==> config.mk <==
export PLATFORM = sky130hd
export DESIGN_NAME = hpwm_modulator
export DESIGN_NICKNAME = d
export VERILOG_FILES = /design/src/rtl/hpwm_pkg.sv /design/src/rtl/hpwm_deadband.sv /design/src/rtl/hpwm_ctrl.sv /design/src/rtl/hpwm_datapath.sv /design/src/rtl/hpwm_modulator.sv
export SDC_FILE = /design/constraint.sdc
export NUM_CORES = 1
export LEC_CHECK = 0
export ABC_AREA = 1
export BUFFER_PORTS_ARGS = -buffer_cell sky130_fd_sc_hd__clkbuf_2
export CORE_MARGIN = 3
export CORE_UTILIZATION = 54
export CTS_CLUSTER_DIAMETER = 150
export CTS_CLUSTER_SIZE = 14
export DETAILED_ROUTE_END_ITERATION = 7
export PLACE_DENSITY = 0.75
export SETUP_SLACK_MARGIN = 0.3
export SLEW_MARGIN = 20
export SYNTH_ARGS = -nofsm -noshare
export SYNTH_HDL_FRONTEND = slang
export SYNTH_SLANG_ARGS = --single-unit
export TNS_END_PERCENT = 30
==> constraint.sdc <==
create_clock -name clk -period 2.6 [get_ports clk]
set_input_delay 0.13 -clock clk [delete_from_list [all_inputs] [get_ports clk]]
set_output_delay 0.13 -clock clk [all_outputs]
set_load 0.02 [all_outputs]
==> src/rtl/hpwm_pkg.sv <==
`timescale 1ns/1ps
package hpwm_pkg;

  typedef enum logic [1:0] {
    LVL_ZERO = 2'd0,
    LVL_POS  = 2'd1,
    LVL_NEG  = 2'd2
  } poleLvl_e;

  typedef struct packed {
    logic loadRef;    // carrier period boundary: latch new reference
    logic hybridNow;  // modulation style in force this period
  } ctrlStrb_t;

  localparam logic [3:0] LEG_SAFE = 4'b0011;

  function automatic logic [3:0] lvlToGates(poleLvl_e lvl);
    case (lvl)
      LVL_POS: lvlToGates = 4'b1001;
      LVL_NEG: lvlToGates = 4'b0110;
      default: lvlToGates = 4'b0011;
    endcase
  endfunction

endpackage

==> src/rtl/hpwm_deadband.sv <==
`timescale 1ns/1ps
module hpwm_deadband import hpwm_pkg::*; #(
  parameter int DT_W = 4
) (
  input  logic            clk,
  input  logic            rst,
  input  logic [3:0]      target,
  input  logic [DT_W-1:0] deadTime,
  output logic [3:0]      gateOut
);

  logic [3:0]      tgtQ;
  logic [3:0]      outQ;
  logic [DT_W-1:0] holdQ;

  // Turn-offs act at once; turn-ons wait out the hold count.
  always_ff @(posedge clk) begin
    if (rst) begin
      tgtQ  <= LEG_SAFE;
      outQ  <= LEG_SAFE;
      holdQ <= '0;
    end else if (target != tgtQ) begin
      tgtQ  <= target;
      holdQ <= deadTime;
      outQ  <= (deadTime == '0) ? target : (outQ & target);
    end else if (holdQ > 1) begin
      holdQ <= holdQ - 1'b1;
      outQ  <= outQ & target;
    end else begin
      holdQ <= '0;
      outQ  <= target;
    end
  end

  assign gateOut = outQ;

  // complementary switches of a leg never conduct together
  p_no_overlap_r11: assert property (@(posedge clk) disable iff (rst)
    !(outQ[3] && outQ[1]) && !(outQ[2] && outQ[0]));

  // no switch is turned on in the cycle a new level is requested
  p_on_delayed_r11: assert property (@(posedge clk) disable iff (rst)
    (target != tgtQ && deadTime != '0) |=> ((outQ & ~$past(outQ)) == 4'b0000));

  // reset parks the leg at midpoint
  p_reset_safe_r1: assert property (@(posedge clk)
    $past(rst) |-> (outQ == LEG_SAFE));

endmodule

==> src/rtl/hpwm_ctrl.sv <==
`timescale 1ns/1ps
module hpwm_ctrl import hpwm_pkg::*; #(
  parameter int MOD_W = 8,
  parameter int PH_W  = 10
) (
  input  logic             clk,
  input  logic             rst,
  input  logic             modeHybrid,
  input  logic             compEn,
  input  logic [PH_W-1:0]  refPhase,
  input  logic [PH_W-2:0]  phaseWindow,
  output logic [MOD_W-2:0] carrier,
  output ctrlStrb_t        strb
);

  localparam int CW = MOD_W - 1;
  localparam logic [CW-1:0]   CMAX    = {CW{1'b1}};
  localparam logic [PH_W-1:0] HALF_PH = PH_W'(1) << (PH_W - 1);

  logic [CW-1:0]   cntQ;
  logic            upQ;
  logic            prescQ;
  logic            hybQ;
  logic            tick;
  logic            periodEnd;
  logic            nearCross;
  logic            effHybrid;
  logic [PH_W-1:0] distZero;
  logic [PH_W-1:0] distHalf;

  // Distance of the phase to the nearest zero crossing of the sine.
  always_comb begin
    distZero  = refPhase[PH_W-1] ? (~refPhase + 1'b1) : refPhase;
    distHalf  = refPhase[PH_W-1] ? (refPhase - HALF_PH) : (HALF_PH - refPhase);
    nearCross = ({1'b0, phaseWindow} > distZero) || ({1'b0, phaseWindow} > distHalf);
    effHybrid = modeHybrid && !(compEn && nearCross);
  end

  // Hybrid runs the carrier every clock, conventional every other clock.
  assign tick      = hybQ | prescQ;
  assign periodEnd = tick && !upQ && (cntQ == '0);

  always_ff @(posedge clk) begin
    if (rst) begin
      cntQ   <= '0;
      upQ    <= 1'b1;
      prescQ <= 1'b0;
      hybQ   <= 1'b0;
    end else begin
      prescQ <= ~prescQ;
      if (tick) begin
        if (upQ) begin
          if (cntQ == CMAX) upQ <= 1'b0;
          else              cntQ <= cntQ + 1'b1;
        end else begin
          if (cntQ == '0)   upQ <= 1'b1;
          else              cntQ <= cntQ - 1'b1;
        end
      end
      if (periodEnd) hybQ <= effHybrid;
    end
  end

  assign carrier = cntQ;

  always_comb begin
    strb.loadRef   = periodEnd;
    strb.hybridNow = hybQ;
  end

  // the modulation style is only updated at the period boundary
  p_mode_hold_r10: assert property (@(posedge clk) disable iff (rst)
    !periodEnd |=> $stable(hybQ));

  // in conventional mode the carrier advances at most every other clock
  p_half_rate_r9: assert property (@(posedge clk) disable iff (rst)
    (!hybQ && tick) |=> (!tick || hybQ));

  // the triangle dwells one step at its peak and reverses
  p_turn_r2: assert property (@(posedge clk) disable iff (rst)
    (tick && upQ && cntQ == CMAX) |=> (!upQ && cntQ == CMAX));

endmodule

==> src/rtl/hpwm_datapath.sv <==
`timescale 1ns/1ps
module hpwm_datapath import hpwm_pkg::*; #(
  parameter int MOD_W = 8,
  parameter int DT_W  = 4
) (
  input  logic                    clk,
  input  logic                    rst,
  input  ctrlStrb_t               strb,
  input  logic [MOD_W-2:0]        carrier,
  input  logic signed [MOD_W-1:0] modIdx,
  input  logic [DT_W-1:0]         deadTime,
  output logic [7:0]              gates
);

  localparam int FULL = 1 << (MOD_W - 1);
  localparam logic [MOD_W-1:0] FULL_M     = MOD_W'(FULL);
  localparam logic [MOD_W:0]   FULL_W     = (MOD_W + 1)'(FULL);
  localparam logic [MOD_W-1:0] HALF_SCALE = MOD_W'(FULL / 2);
  localparam int NLEG = 2;

  logic [MOD_W-1:0] rawBits;
  logic [MOD_W-1:0] magNext;
  logic [MOD_W:0]   twiceMag;
  logic             upperNext;
  logic [MOD_W:0]   hybWide;

  logic             negQ;
  logic             upperQ;
  logic [MOD_W-1:0] dutyConvQ;
  logic [MOD_W-1:0] dutyHybQ;

  logic [MOD_W-1:0] dutySel;
  logic [MOD_W-1:0] carrierExt;
  logic             legAOn;
  logic             legBOn;
  poleLvl_e         legALvl;
  poleLvl_e         legBLvl;
  logic [3:0]       legTgt [NLEG];

  // Magnitude and band of the incoming index (-full scale maps to 1.0).
  always_comb begin
    rawBits   = modIdx;
    magNext   = rawBits[MOD_W-1] ? (~rawBits + 1'b1) : rawBits;
    twiceMag  = {magNext, 1'b0};
    upperNext = (magNext >= HALF_SCALE);
    hybWide   = upperNext ? (twiceMag - FULL_W) : twiceMag;
  end

  always_ff @(posedge clk) begin
    if (rst) begin
      negQ      <= 1'b0;
      upperQ    <= 1'b0;
      dutyConvQ <= '0;
      dutyHybQ  <= '0;
    end else if (strb.loadRef) begin
      negQ      <= rawBits[MOD_W-1];
      upperQ    <= upperNext;
      dutyConvQ <= magNext;
      dutyHybQ  <= hybWide[MOD_W-1:0];
    end
  end

  // Leg B compares against the mirrored carrier for unipolar interleave.
  always_comb begin
    carrierExt = {1'b0, carrier};
    dutySel    = strb.hybridNow ? dutyHybQ : dutyConvQ;
    legAOn     = carrierExt < dutySel;
    legBOn     = carrierExt >= (FULL_M - dutyConvQ);
  end

  always_comb begin
    if (strb.hybridNow) begin
      legBLvl = negQ ? LVL_POS : LVL_NEG;
      if (!upperQ) legALvl = legAOn ? LVL_ZERO : (negQ ? LVL_POS : LVL_NEG);
      else         legALvl = legAOn ? (negQ ? LVL_NEG : LVL_POS) : LVL_ZERO;
    end else begin
      legALvl = legAOn ? (negQ ? LVL_NEG : LVL_POS) : LVL_ZERO;
      legBLvl = legBOn ? (negQ ? LVL_POS : LVL_NEG) : LVL_ZERO;
    end
    legTgt[0] = lvlToGates(legALvl);
    legTgt[1] = lvlToGates(legBLvl);
  end

  for (genvar g = 0; g < NLEG; g++) begin : g_leg
    hpwm_deadband #(.DT_W(DT_W)) u_db (
      .clk      (clk),
      .rst      (rst),
      .target   (legTgt[g]),
      .deadTime (deadTime),
      .gateOut  (gates[7-4*g -: 4])
    );
  end

  // reference state moves only on the boundary strobe
  p_ref_hold_r10: assert property (@(posedge clk) disable iff (rst)
    !strb.loadRef |=> ($stable(dutyConvQ) && $stable(dutyHybQ) &&
                       $stable(negQ) && $stable(upperQ)));

  // in hybrid mode leg B does not switch inside a period
  p_legb_static_r4: assert property (@(posedge clk) disable iff (rst)
    (strb.hybridNow && !strb.loadRef) |=> $stable(legTgt[1]));

endmodule

==> src/rtl/hpwm_modulator.sv <==
`timescale 1ns/1ps
module hpwm_modulator import hpwm_pkg::*; #(
  parameter int MOD_W = 8,
  parameter int PH_W  = 10,
  parameter int DT_W  = 4
) (
  input  logic                    clk,
  input  logic                    rst,
  input  logic                    modeHybrid,
  input  logic                    compEn,
  input  logic signed [MOD_W-1:0] modIdx,
  input  logic [PH_W-1:0]         refPhase,
  input  logic [PH_W-2:0]         phaseWindow,
  input  logic [DT_W-1:0]         deadTime,
  output logic [7:0]              gates
);

  ctrlStrb_t        strb;
  logic [MOD_W-2:0] carrier;

  hpwm_ctrl #(.MOD_W(MOD_W), .PH_W(PH_W)) u_ctrl (
    .clk         (clk),
    .rst         (rst),
    .modeHybrid  (modeHybrid),
    .compEn      (compEn),
    .refPhase    (refPhase),
    .phaseWindow (phaseWindow),
    .carrier     (carrier),
    .strb        (strb)
  );

  hpwm_datapath #(.MOD_W(MOD_W), .DT_W(DT_W)) u_dp (
    .clk      (clk),
    .rst      (rst),
    .strb     (strb),
    .carrier  (carrier),
    .modIdx   (modIdx),
    .deadTime (deadTime),
    .gates    (gates)
  );

endmodule

==> results of run 1 <==
-- power groups by stage --
stage	Clock, mW	Combinational, mW	Sequential [mW]
3_3_place_gp	0	0.653	0.814
5_1_grt	0.559	0.869	0.806
2_1_floorplan	0	0.489	0.818
3_5_place_dp	0	0.679	0.816
6_report	0.516	0.753	0.798
4_1_cts	0.529	0.682	0.801
-- layout make-up --
type                            instances  area share (%)
Timing Repair Buffer                   53            6.87
Clock inverter                          2           0.822
Tap cell                               77            2.26
Sequential cell                        45            21.5
Clock buffer                            5            1.61
Inverter                               82            7.34
Multi-Input combinational cell        409            59.6
-- sequential cells by signal (all words and copies together), names as in the netlist --
signal                   cells
u_dp.g_leg.u_db.tgtQ         8
u_dp.g_leg.u_db.gateOut      8
u_dp.upperQ                  1
u_ctrl.prescQ                1
u_dp.g_leg.u_db.holdQ        8
u_ctrl.upQ                   1
u_ctrl.carrier               7
u_dp.negQ                    1
u_dp.dutyHybQ                1
u_ctrl.hybQ                  1
u_dp.dutyConvQ               8
-- placed cells by master (no fill, tap or decap), types with 2 or more instances in the layout --
cell and count:
a21o_1 2, a21oi_1 47, a21oi_2 2, a31oi_1 2, buf_4 11, clkbuf_2 42
clkbuf_8 5, dfxtp_1 39, dfxtp_2 3, dfxtp_4 3, ha_1 41, inv_1 78
inv_2 3, nand2_1 91, nand2_2 9, nand2_4 14, nand3_1 38, nand3_2 4
nand3_4 3, nand4_1 7, nor2_1 49, nor2_2 4, nor3_1 7, o21a_1 2
o21ai_0 49, o21ai_1 2, o21bai_1 2, xnor2_1 9, xor2_1 13
-- layer usage --
| metal | up-vias | GRT usage, % | routed length [µm] |
|---|---|---|---|
| met2 | 71 | 40.5 | 4340 |
| met4 | 0 | 5.02 | 114 |
| li1 | 1894 | - | - |
| met5 | - | 0 | 0 |
| met1 | 1623 | 29.4 | 3760 |
| met3 | 12 | 3.76 | 377 |
-- worst max-delay path: stages, from the launching register on --
cell,delay (ns)
dfxtp_2,0.34
inv_2,0.08
ha_4,0.15
nand3_4,0.09
nor3_4,0.14
xor2_1,0.17
ha_1,0.26
nand3_2,0.11
nor2_2,0.05
nor2_2,0.16
nand2_4,0.10
nand2_4,0.10
nand2_4,0.06
nand2_2,0.12
nand3_1,0.12
nand2_1,0.08
nor2_1,0.04
-- logic make-up after synthesis --
logic type	count (synthesis)
DFF	45
and+or+nand+nor	229
buffers and inverters	93
adders and majority gates	43
AOI/OAI and AO/OA	112
xor gates and xnor gates	22
-- what timing repair did --
item	in CTS	in global routing
cloned	2	1
pin swaps	7	16
resized for setup	17	32
setup buffers	3	4
setup endpoints to repair	16	19
-- metrics by stage --
stage          instances  hold slack (ns)  util (%)
3_3_place_gp         656            0.402      60.7
5_1_grt              673            0.103      66.4
6_report             673           0.0803      66.4
4_1_cts              668           0.0748      63.9
2_1_floorplan        544            0.245         -
3_5_place_dp         656            0.399      60.7
-- worst max path at each step --
stage,from,end,slack (ns),cells past startpoint
after floorplan,u_ctrl.hybQ,u_dp.g_leg[0].u_db.holdQ[2],0.40,15
after global placement,u_dp.dutyConvQ[0],u_dp.g_leg[1].u_db.holdQ[0],0.25,17
after detailed placement,u_dp.dutyConvQ[0],u_dp.g_leg[1].u_db.gateOut[0],0.17,16
after CTS,u_dp.dutyConvQ[0],u_dp.g_leg[1].u_db.holdQ[1],0.30,17
after global routing,u_dp.dutyConvQ[1],u_dp.g_leg[1].u_db.holdQ[3],0.21,16
final,u_dp.dutyConvQ[1],u_dp.g_leg[1].u_db.holdQ[2],0.32,16
==> qor.yml, run 1 <==
placement:
  port_buffers: 42
  gp_congestion: 0.925
  dpl_worst_slack_ns: 0.165
  dpl.hpwl_mm: 6.50
  place_area_um2: 3900
cells_and_area:
  n_antenna_cell: 0
  layout.nets: 674
  multi_input_area_um2: 2540
  nFillCells: 582
  regArea_um2: 916
  drive_gt1_share_pct: 18.8
  synthToLayoutAreaGrowth_pct: 17.9
  post-route-cell-area_um2: 4260
timing:
  worstMarginPinSlew_ns: 0.586
  worst_slack_ns: 0.324
  setup_tns_ns: 0
  hold_viol: 0
  relSlewSlack_pct: 60.9
  skew_ns: 0.00889
  setup_violations: 0
  finalCritPeriodShare_pct: 87.5
  period_minus_slack_ns: 2.28
  rsz0062_at_grt: "true"
  maxSlewViolCount: 0
  clock.fmax_mhz: 439
power:
  power.internal_mw: 1.33
  p_seq_share_pct: 38.6
  ir_drop_mv: 0.299
  finalPower_mw: 2.07
  p_sw_uw: 733
  p_clk_share_pct: 25.0
  pwr-share-comb_pct: 36.4
  swShare_pct: 35.4
  leakage_nw: 2.07
  power.density_nw_per_um2: 485
hold_path:
  min_from: "deadTime[3]"
  hp-class: "primary input to register"
  whs_path_depth: 3
  hold_end: "u_dp.g_leg[1].u_db.holdQ[3]"
logic_synthesis:
  yosys_warnings: 0
  ys_top_cells_by_area: "dfxtp_1 (25%), ha_1 (15%), nand2_1 (10%)"
  synth_cell_type_count: 34
  yosysTopAreaCell: "dfxtp_1"
  synth_edf_count: 0
  ys.flop_type: "dfxtp_1"
  synthAdderAreaFrac_pct: 15.1
  synth-seq-cells: 45
  yosys.cell_count.top_type: "nand2_1"
  synth_area_um2: 3610
  synthSimpleGateAreaFrac_pct: 28.3
  synthCells: 544
  async_flop_share_pct: 0
  syn_area_per_cell_um2: 6.64
  synth_top_area_share_pct: 24.9
  ys_seq_area_share_pct: 24.9
  synthMuxAreaShare_pct: 0
  yosys.area_share.xor_xnor_pct: 5.33
  syn_nets: 622
  synth_commonest_cells: "nand2_1 (98), inv_1 (80), nor2_1 (51)"
  synth-compound-area-share_pct: 16.4
  synth_top_family_by_area: "simple AND/OR/NAND/NOR gates"
setup_path:
  reg2reg_depth: 16
  reg2reg_to: "u_dp.g_leg[1].u_db.holdQ[2]"
  worstSetupEndpointType: "register"
  startpoint_type: "register"
  ff2ff_setup_slack_ns: 0.32
  reg2reg_from: "u_dp.dutyConvQ[1]"
  crit_required_ns: 2.80
  arrival_ns: 2.48
  critPathKind: "register to register"
  cp_max_fo: 5
global_route:
  grt_usage_pct: 23.0
  grt_max_degree: 22
  grt_pass1_vias: 3254
  grt_overflow: 0
  grt_pass1_wl_mm: 14.4
  grt_antenna_before_repair: 0
die:
  die_w_um: 87.8
  start_util_pct: 56.3
  io_pins: 43
  rows: 29
  die_area_um2: 7710
  die_h_um: 87.8
  core_um2: 6420
cts:
  cts_max_path_buffers: 2
  ctsRootBufferMaster: "clkbuf_8"
  cts_inserted_buffers: 5
  htreeDepth: 2
  tritoncts: "built"
  clk_latency_ns: 0.30
  clock_sinks: 45
  clk_pin_slew_ns: 0.09
  hold_buffers: 0
detailed_routing:
  dr.first_iter.drc_count: 152
  drt-pass1-iter-count: 4
  wirelength_mm: 8.60
  viasPerCell: 5.35
  antenna_left: 0
  wl_per_cell_um: 12.8
  drc_errors: 0
  vias: 3600
outcome:
  outcome: "completed"
job:
  max-cap-violations: 0
Note: power is estimated with default switching activity, not from simulation.
==> inputs of run 2 (changes only) <==
--- a/config.mk
+++ b/config.mk
@@ -12,7 +12,9 @@
 export CTS_CLUSTER_DIAMETER = 150
 export CTS_CLUSTER_SIZE = 14
 export DETAILED_ROUTE_END_ITERATION = 7
+export GPL_TIMING_DRIVEN = 0
 export PLACE_DENSITY = 0.75
+export RECOVER_POWER = 50
 export SETUP_SLACK_MARGIN = 0.3
 export SLEW_MARGIN = 20
 export SYNTH_ARGS = -nofsm -noshare
==> qor.yml, run 2 (synthesized netlist as in run 1, its figures left out) <==
setup_path:
  cpMaxStageDelayCell: "dfxtp_4"  # was dfxtp_2
  worstSetupEndpointType: "register"  # unchanged
  crit_chain: "inv_4 > ha_4 > nand3_4 > nor3_4 > xor2_1 > ha_1 > nand3_2 > nor2_2 > nand2_2 > nand2_4 > nand2_4 > buf_4 > a21oi_1 > nand2_2 > a21oi_2"  # was inv_2 > ha_4 > nand3_4 > nor3_4 > xor2_1 > ha_1 > nand3_2 > nor2_2 > nor2_2 > nand2_4 > nand2_4 > nand2_4 > nand2_2 > nand3_1 > nand2_1 > nor2_1
  startpoint_type: "register"  # unchanged
  crit_required_ns: 2.84  # was 2.80 ns
  cp_max_fo: 4  # was 5
  cp_slowest_stage_delay_ns: 0.37  # was 0.34 ns
  arrival_ns: 2.50  # was 2.48 ns
  critPathKind: "register to register"  # unchanged
detailed_routing:
  drc_errors: 0  # unchanged
  dr.first_iter.drc_count: 148  # was 152
  viasPerCell: 5.51  # was 5.35
  antenna_left: 0  # unchanged
  drt-pass1-iter-count: 5  # was 4
  wirelength_mm: 9.09  # was 8.60 mm
  wl_per_cell_um: 13.2  # was 12.8 µm
  vias: 3786  # was 3,600
cts:
  clock_sinks: 45  # unchanged
  htreeDepth: 2  # unchanged
  clk_latency_ns: 0.30  # about the same
  ctsRootBufferMaster: "clkbuf_8"  # unchanged
  tritoncts: "built"  # unchanged
  cts_max_path_buffers: 2  # unchanged
  hold_buffers: 0  # unchanged
  clk_pin_slew_ns: 0.09  # about the same
  cts_inserted_buffers: 5  # unchanged
cells_and_area:
  drive_gt1_share_pct: 20.3  # was 18.8%
  layout.nets: 687  # was 674
  fin_util_pct: 68.9  # was 66.4%
  post-route-cell-area_um2: 4430  # was 4260 µm²
  layout_commonest_cell: "nand2_1"  # unchanged
  n_antenna_cell: 0  # unchanged
  final_cell_mix: "nand2_1 (87), inv_1 (77), nor2_1 (48)"  # was nand2_1 (91), inv_1 (78), nor2_1 (49), o21ai_0 (49), a21oi_1 (47)
  synthToLayoutAreaGrowth_pct: 22.5  # was 17.9%
die:
  io_pins: 43  # unchanged
  die_area_um2: 7710  # unchanged
  die_h_um: 87.8  # unchanged
  start_util_pct: 56.3  # unchanged
  die_w_um: 87.8  # unchanged
  rows: 29  # unchanged
  core_um2: 6420  # unchanged
global_route:
  grt_pass1_vias: 3404  # was 3,254
  grt_usage_pct: 23.8  # was 23.0%
  grt_antenna_before_repair: 0  # unchanged
  grt_pass1_wl_mm: 14.9  # was 14.4 mm
  grt_overflow: 0  # unchanged
  grt_max_degree: 15  # was 22
placement:
  gp_congestion: 0.858  # was 0.925
  place_area_um2: 3910  # was 3900 µm²
  port_buffers: 40  # was 42
  dpl_worst_slack_ns: 0.0448  # was 0.165 ns
  dpl.hpwl_mm: 6.61  # was 6.50 mm
timing:
  setup_tns_ns: 0  # unchanged
  period_minus_slack_ns: 2.26  # was 2.28 ns
  rsz0062_at_grt: "true"  # unchanged
  skew_ns: 0.00797  # was 0.00889 ns
  worstMarginPinSlew_ns: 0.773  # was 0.586 ns
  relSlewSlack_pct: 47.9  # was 60.9%
  clock.fmax_mhz: 443  # was 439 MHz
  setup_violations: 0  # unchanged
  worst_slack_ns: 0.344  # was 0.324 ns
  finalCritPeriodShare_pct: 86.8  # was 87.5%
  hold_viol: 0  # unchanged
  maxSlewViolCount: 0  # unchanged
power:
  p_seq_share_pct: 37.8  # was 38.6%
  pwr-share-comb_pct: 36.7  # was 36.4%
  leakage_nw: 2.11  # was 2.07 nW
  power.density_nw_per_um2: 479  # was 485 nW/µm²
  p_sw_uw: 767  # was 733 µW
  ir_drop_mv: 0.292  # was 0.299 mV
  swShare_pct: 36.2  # was 35.4%
  p_clk_share_pct: 25.6  # was 25.0%
  power.internal_mw: 1.35  # was 1.33 mW
  finalPower_mw: 2.12  # was 2.07 mW
hold_path:
  hp-class: "primary input to register"  # unchanged
job:
  max-cap-violations: 0  # unchanged
outcome:
  outcome: "completed"  # unchanged
## run 2: cell count changes in the layout (fill, tap and decap cells not counted), moves of 3 or more
cell,change
clkbuf_1,+17
clkbuf_2,-10
a21oi_1,-7
a21oi_2,+7
nand2_2,+6
nand2_1,-4
nand2_4,-4
o21ai_0,-4
nand3_2,-3
## run 2: repair_timing
item / in CTS / in global routing
pin swaps: 11 / 26
endpoints found under the setup margin: 16 / 20
gates cloned: 2 / 1
resized for setup: 21 / 57
buffers inserted: 6 / 9
## run 2: layout make-up
cell class | count | area (µm²)
buffer | 11 | 62.6
fill | 556 | 2000
timing repair buffer | 55 | 318
inverter | 82 | 310
multi-input combinational | 409 | 2620
clock buffer | 6 | 72.6
tap | 77 | 96.3
clock inverter | 2 | 38.8
sequential | 45 | 910
## run 2: power groups by stage
stage	sequential, mW	combinational [mW]	clock, mW
floorplan	0.818	0.489	0
global placement	0.814	0.635	0
detailed placement	0.815	0.666	0
CTS	0.799	0.702	0.549
global route	0.808	0.896	0.572
finish	0.800	0.777	0.542
## run 2: through the flow
step,hold WS (ns),cells
2_1_floorplan,0.245,544
3_5_place_dp,0.412,661
6_report,0.0914,687
5_1_grt,0.0968,687
4_1_cts,0.0859,677
3_3_place_gp,0.403,661
## run 2: critical path, delay by kind of cell (launching register included)
kind	cells	cell delay (ns)
AOI/OAI and AO/OA	2	0.25
xor gates and xnor gates	1	0.09
adders and majority gates	2	0.45
buffers and inverters	2	0.21
DFF	1	0.37
and+or+nand+nor	8	0.82
## run 2: per-layer routing
layer | global-route usage, % | routed length, µm | part of all wire (%) | vias to the layer above
met3 | 4.14 | 427 | 4.7 | 11
met1 | 29.5 | 3830 | 42 | 1759
met2 | 41.6 | 4700 | 52 | 93
met5 | 0 | 0 | 0 | -
met4 | 8.09 | 128 | 1.4 | 0
li1 | - | - | - | 1923
## run 2: path summary, 6_finish.rpt
| path | from | endpoint | slack, ns | cells after the start |
|---|---|---|---|---|
| max | u_dp.dutyConvQ[0] | u_dp.g_leg[1].u_db.gateOut[2] | 0.34 | 15 |
| min | deadTime[3] | u_dp.g_leg[1].u_db.holdQ[3] | 0.09 | 3 |
| max reg2reg | u_dp.dutyConvQ[0] | u_dp.g_leg[1].u_db.gateOut[2] | 0.34 | 15 |
| min reg2reg | u_ctrl.prescQ | u_ctrl.prescQ | 0.42 | 1 |
==> inputs of run 3 (changes only) <==
--- a/config.mk
+++ b/config.mk
@@ -13,7 +13,7 @@
 export CTS_CLUSTER_SIZE = 14
 export DETAILED_ROUTE_END_ITERATION = 7
 export GPL_TIMING_DRIVEN = 0
-export PLACE_DENSITY = 0.75
+export PLACE_DENSITY_LB_ADDON = 0.3
 export RECOVER_POWER = 50
 export SETUP_SLACK_MARGIN = 0.3
 export SLEW_MARGIN = 20
==> qor.yml, run 3 (synthesized netlist as in run 1, its figures left out) <==
outcome:
  outcome: "completed"  # unchanged
setup_path:
  arrival_ns: 2.62  # was 2.50 ns
  cp_top_family: "simple AND/OR/NAND/NOR gates"  # unchanged
  startpoint_type: "register"  # unchanged
  critPathKind: "register to register"  # unchanged
  cp_slowest_stage_delay_ns: 0.34  # was 0.37 ns
  cp_max_fo: 10  # was 4
  reg2reg_from: "u_ctrl.hybQ"  # was u_dp.dutyConvQ[0]
  worstSetupEndpointType: "register"  # unchanged
  cpMaxStageDelayCell: "ha_1"  # was dfxtp_4
  critPathBufInv: 3  # was 2
  crit_required_ns: 2.79  # was 2.84 ns
  worstSetupStartpoint: "u_ctrl.hybQ"  # was u_dp.dutyConvQ[0]
  crit_path_frequent_cell: "nand2_1"
  crit_chain: "buf_6 > buf_8 > nand2_1 > o21ai_0 > ha_1 > nand3_1 > nor2_2 > nand2_4 > nand3_4 > nand2_1 > nand3b_1 > nand2_8 > nand2_4 > inv_2 > nand2_1 > nand3_1"  # was inv_4 > ha_4 > nand3_4 > nor3_4 > xor2_1 > ha_1 > nand3_2 > nor2_2 > nand2_2 > nand2_4 > nand2_4 > buf_4 > a21oi_1 > nand2_2 > a21oi_2
timing:
  hold_viol: 0  # unchanged
  clock.fmax_mhz: 412  # was 443 MHz
  maxSlewViolCount: 0  # unchanged
  skew_ns: 0.0122  # was 0.00797 ns
  setup_violations: 0  # unchanged
  finalCritPeriodShare_pct: 93.5  # was 86.8%
  rsz0062_at_grt: "true"  # unchanged
  worstMarginPinSlew_ns: 0.918  # was 0.773 ns
  setup_tns_ns: 0  # unchanged
  period_minus_slack_ns: 2.43  # was 2.26 ns
  relSlewSlack_pct: 38.2  # was 47.9%
placement:
  gp_congestion: 0.893  # was 0.858
  dpl.hpwl_mm: 6.44  # was 6.61 mm
  port_buffers: 40  # unchanged
  place_area_um2: 3910  # unchanged
  dpl.cell_count: 661  # unchanged
hold_path:
  hp-class: "primary input to register"  # unchanged
  min_from: "deadTime[0]"  # was deadTime[3]
cells_and_area:
  layout.nets: 686  # was 687
  layout_commonest_cell: "nand2_1"  # unchanged
  fin_util_pct: 67.8  # was 68.9%
  synthToLayoutAreaGrowth_pct: 20.5  # was 22.5%
  drive_gt1_share_pct: 18.9  # was 20.3%
  layoutNonFillerInstCount: 686  # was 687
  n_antenna_cell: 0  # unchanged
  post-route-cell-area_um2: 4360  # was 4430 µm²
  final_cell_mix: "nand2_1 (92), inv_1 (78), nor2_1 (47)"  # was nand2_1 (87), inv_1 (77), nor2_1 (48)
global_route:
  grt_usage_pct: 24.3  # was 23.8%
  grt_pass1_vias: 3570  # was 3,404
  grt_antenna_before_repair: 0  # unchanged
  grt_max_degree: 16  # was 15
  grt_pass1_wl_mm: 15.3  # was 14.9 mm
  grt_overflow: 0  # unchanged
die:
  die_h_um: 87.8  # unchanged
  rows: 29  # unchanged
  core_um2: 6420  # unchanged
  io_pins: 43  # unchanged
  die_area_um2: 7710  # unchanged
  die_w_um: 87.8  # unchanged
  start_util_pct: 56.3  # unchanged
detailed_routing:
  drt-pass1-iter-count: 7  # was 5
  dr.first_iter.drc_count: 157  # was 148
  wirelength_mm: 9.20  # was 9.09 mm
  vias: 3782  # was 3,786
  antenna_left: 0  # unchanged
  wl_per_cell_um: 13.4  # was 13.2 µm
  drc_errors: 0  # unchanged
  viasPerCell: 5.51  # about the same
cts:
  clk_pin_slew_ns: 0.10  # was 0.09 ns
  cts_max_path_buffers: 2  # unchanged
  ctsRootBufferMaster: "clkbuf_8"  # unchanged
  clock_sinks: 45  # unchanged
  cts_inserted_buffers: 5  # unchanged
  clk_latency_ns: 0.31  # was 0.30 ns
  hold_buffers: 0  # unchanged
  htreeDepth: 2  # unchanged
  tritoncts: "built"  # unchanged
power:
  finalPower_mw: 2.02  # was 2.12 mW
  power.density_nw_per_um2: 463  # was 479 nW/µm²
  leakage_nw: 2.11  # about the same
  ir_drop_mv: 0.280  # was 0.292 mV
job:
  max-cap-violations: 0  # unchanged
==> run 3: cell types whose count changed in the layout (fill, tap and decap cells not counted), moves of 3 or more <==
cell	change
nand2_2	-8
nand3_2	+4
nand3_1	-3
nand2_4	+4
a21oi_2	-4
a21oi_1	+4
nand2_1	+5
==> run 3: final timing paths <==
kind	endpoint	slack [ns]	cells after the start
max	u_dp.g_leg[0].u_db.gateOut[1]	0.17	16
min	u_dp.g_leg[0].u_db.holdQ[0]	0.08	3
max reg2reg	u_dp.g_leg[0].u_db.gateOut[1]	0.17	16
min reg2reg	u_ctrl.prescQ	0.42	1
==> run 3: layout make-up <==
| cell class | instances | area, µm² |
|---|---|---|
| multi-input combinational | 408 | 2570 |
| fill | 529 | 2070 |
| sequential | 45 | 910 |
| timing repair buffer | 55 | 313 |
| inverter | 82 | 310 |
| tap | 77 | 96.3 |
| clock buffer | 5 | 68.8 |
| buffer | 11 | 62.6 |
| clock inverter | 3 | 21.3 |
==> run 3: tightest hold or removal path: cells and delay by family <==
| family | cells | cell delay, ns |
|---|---|---|
| buffers and inverters | 1 | 0.10 |
| AO/OA/AOI/OAI | 1 | 0.05 |
| AND/OR/NAND/NOR | 1 | 0.07 |
==> run 3: what timing repair did <==
item,in CTS,in global routing
buffers inserted,11,4
pin swaps,12,29
setup endpoints to repair,16,17
gates resized for setup,33,39
cloned,2,0
==> run 3: power breakdown <==
part | switching, mW | leakage, nW | internal, mW | total, mW
Clock | 0.262 | 0.0445 | 0.191 | 0.453
Sequential | 0.0527 | 0.370 | 0.748 | 0.801
Combinational | 0.461 | 1.69 | 0.300 | 0.761
Total | 0.775 | 2.11 | 1.24 | 2.02
==> run 3: routing by layer <==
| metal | GRT usage, % | wire [µm] | up-vias |
|---|---|---|---|
| met5 | 0 | 0 | - |
| met4 | 10.3 | 206 | 0 |
| met3 | 3.57 | 413 | 23 |
| met2 | 43.3 | 4650 | 125 |
| met1 | 29.1 | 3930 | 1709 |
| li1 | - | - | 1925 |
==> run 3: per-stage QoR <==
stage | setup WS, ns | hold WS (ns)
4_1_cts | 0.291 | 0.0718
6_report | 0.170 | 0.0813
3_3_place_gp | 0.0548 | 0.399
2_1_floorplan | 0.404 | 0.245
3_5_place_dp | 0.0304 | 0.407
5_1_grt | 0.0166 | 0.101
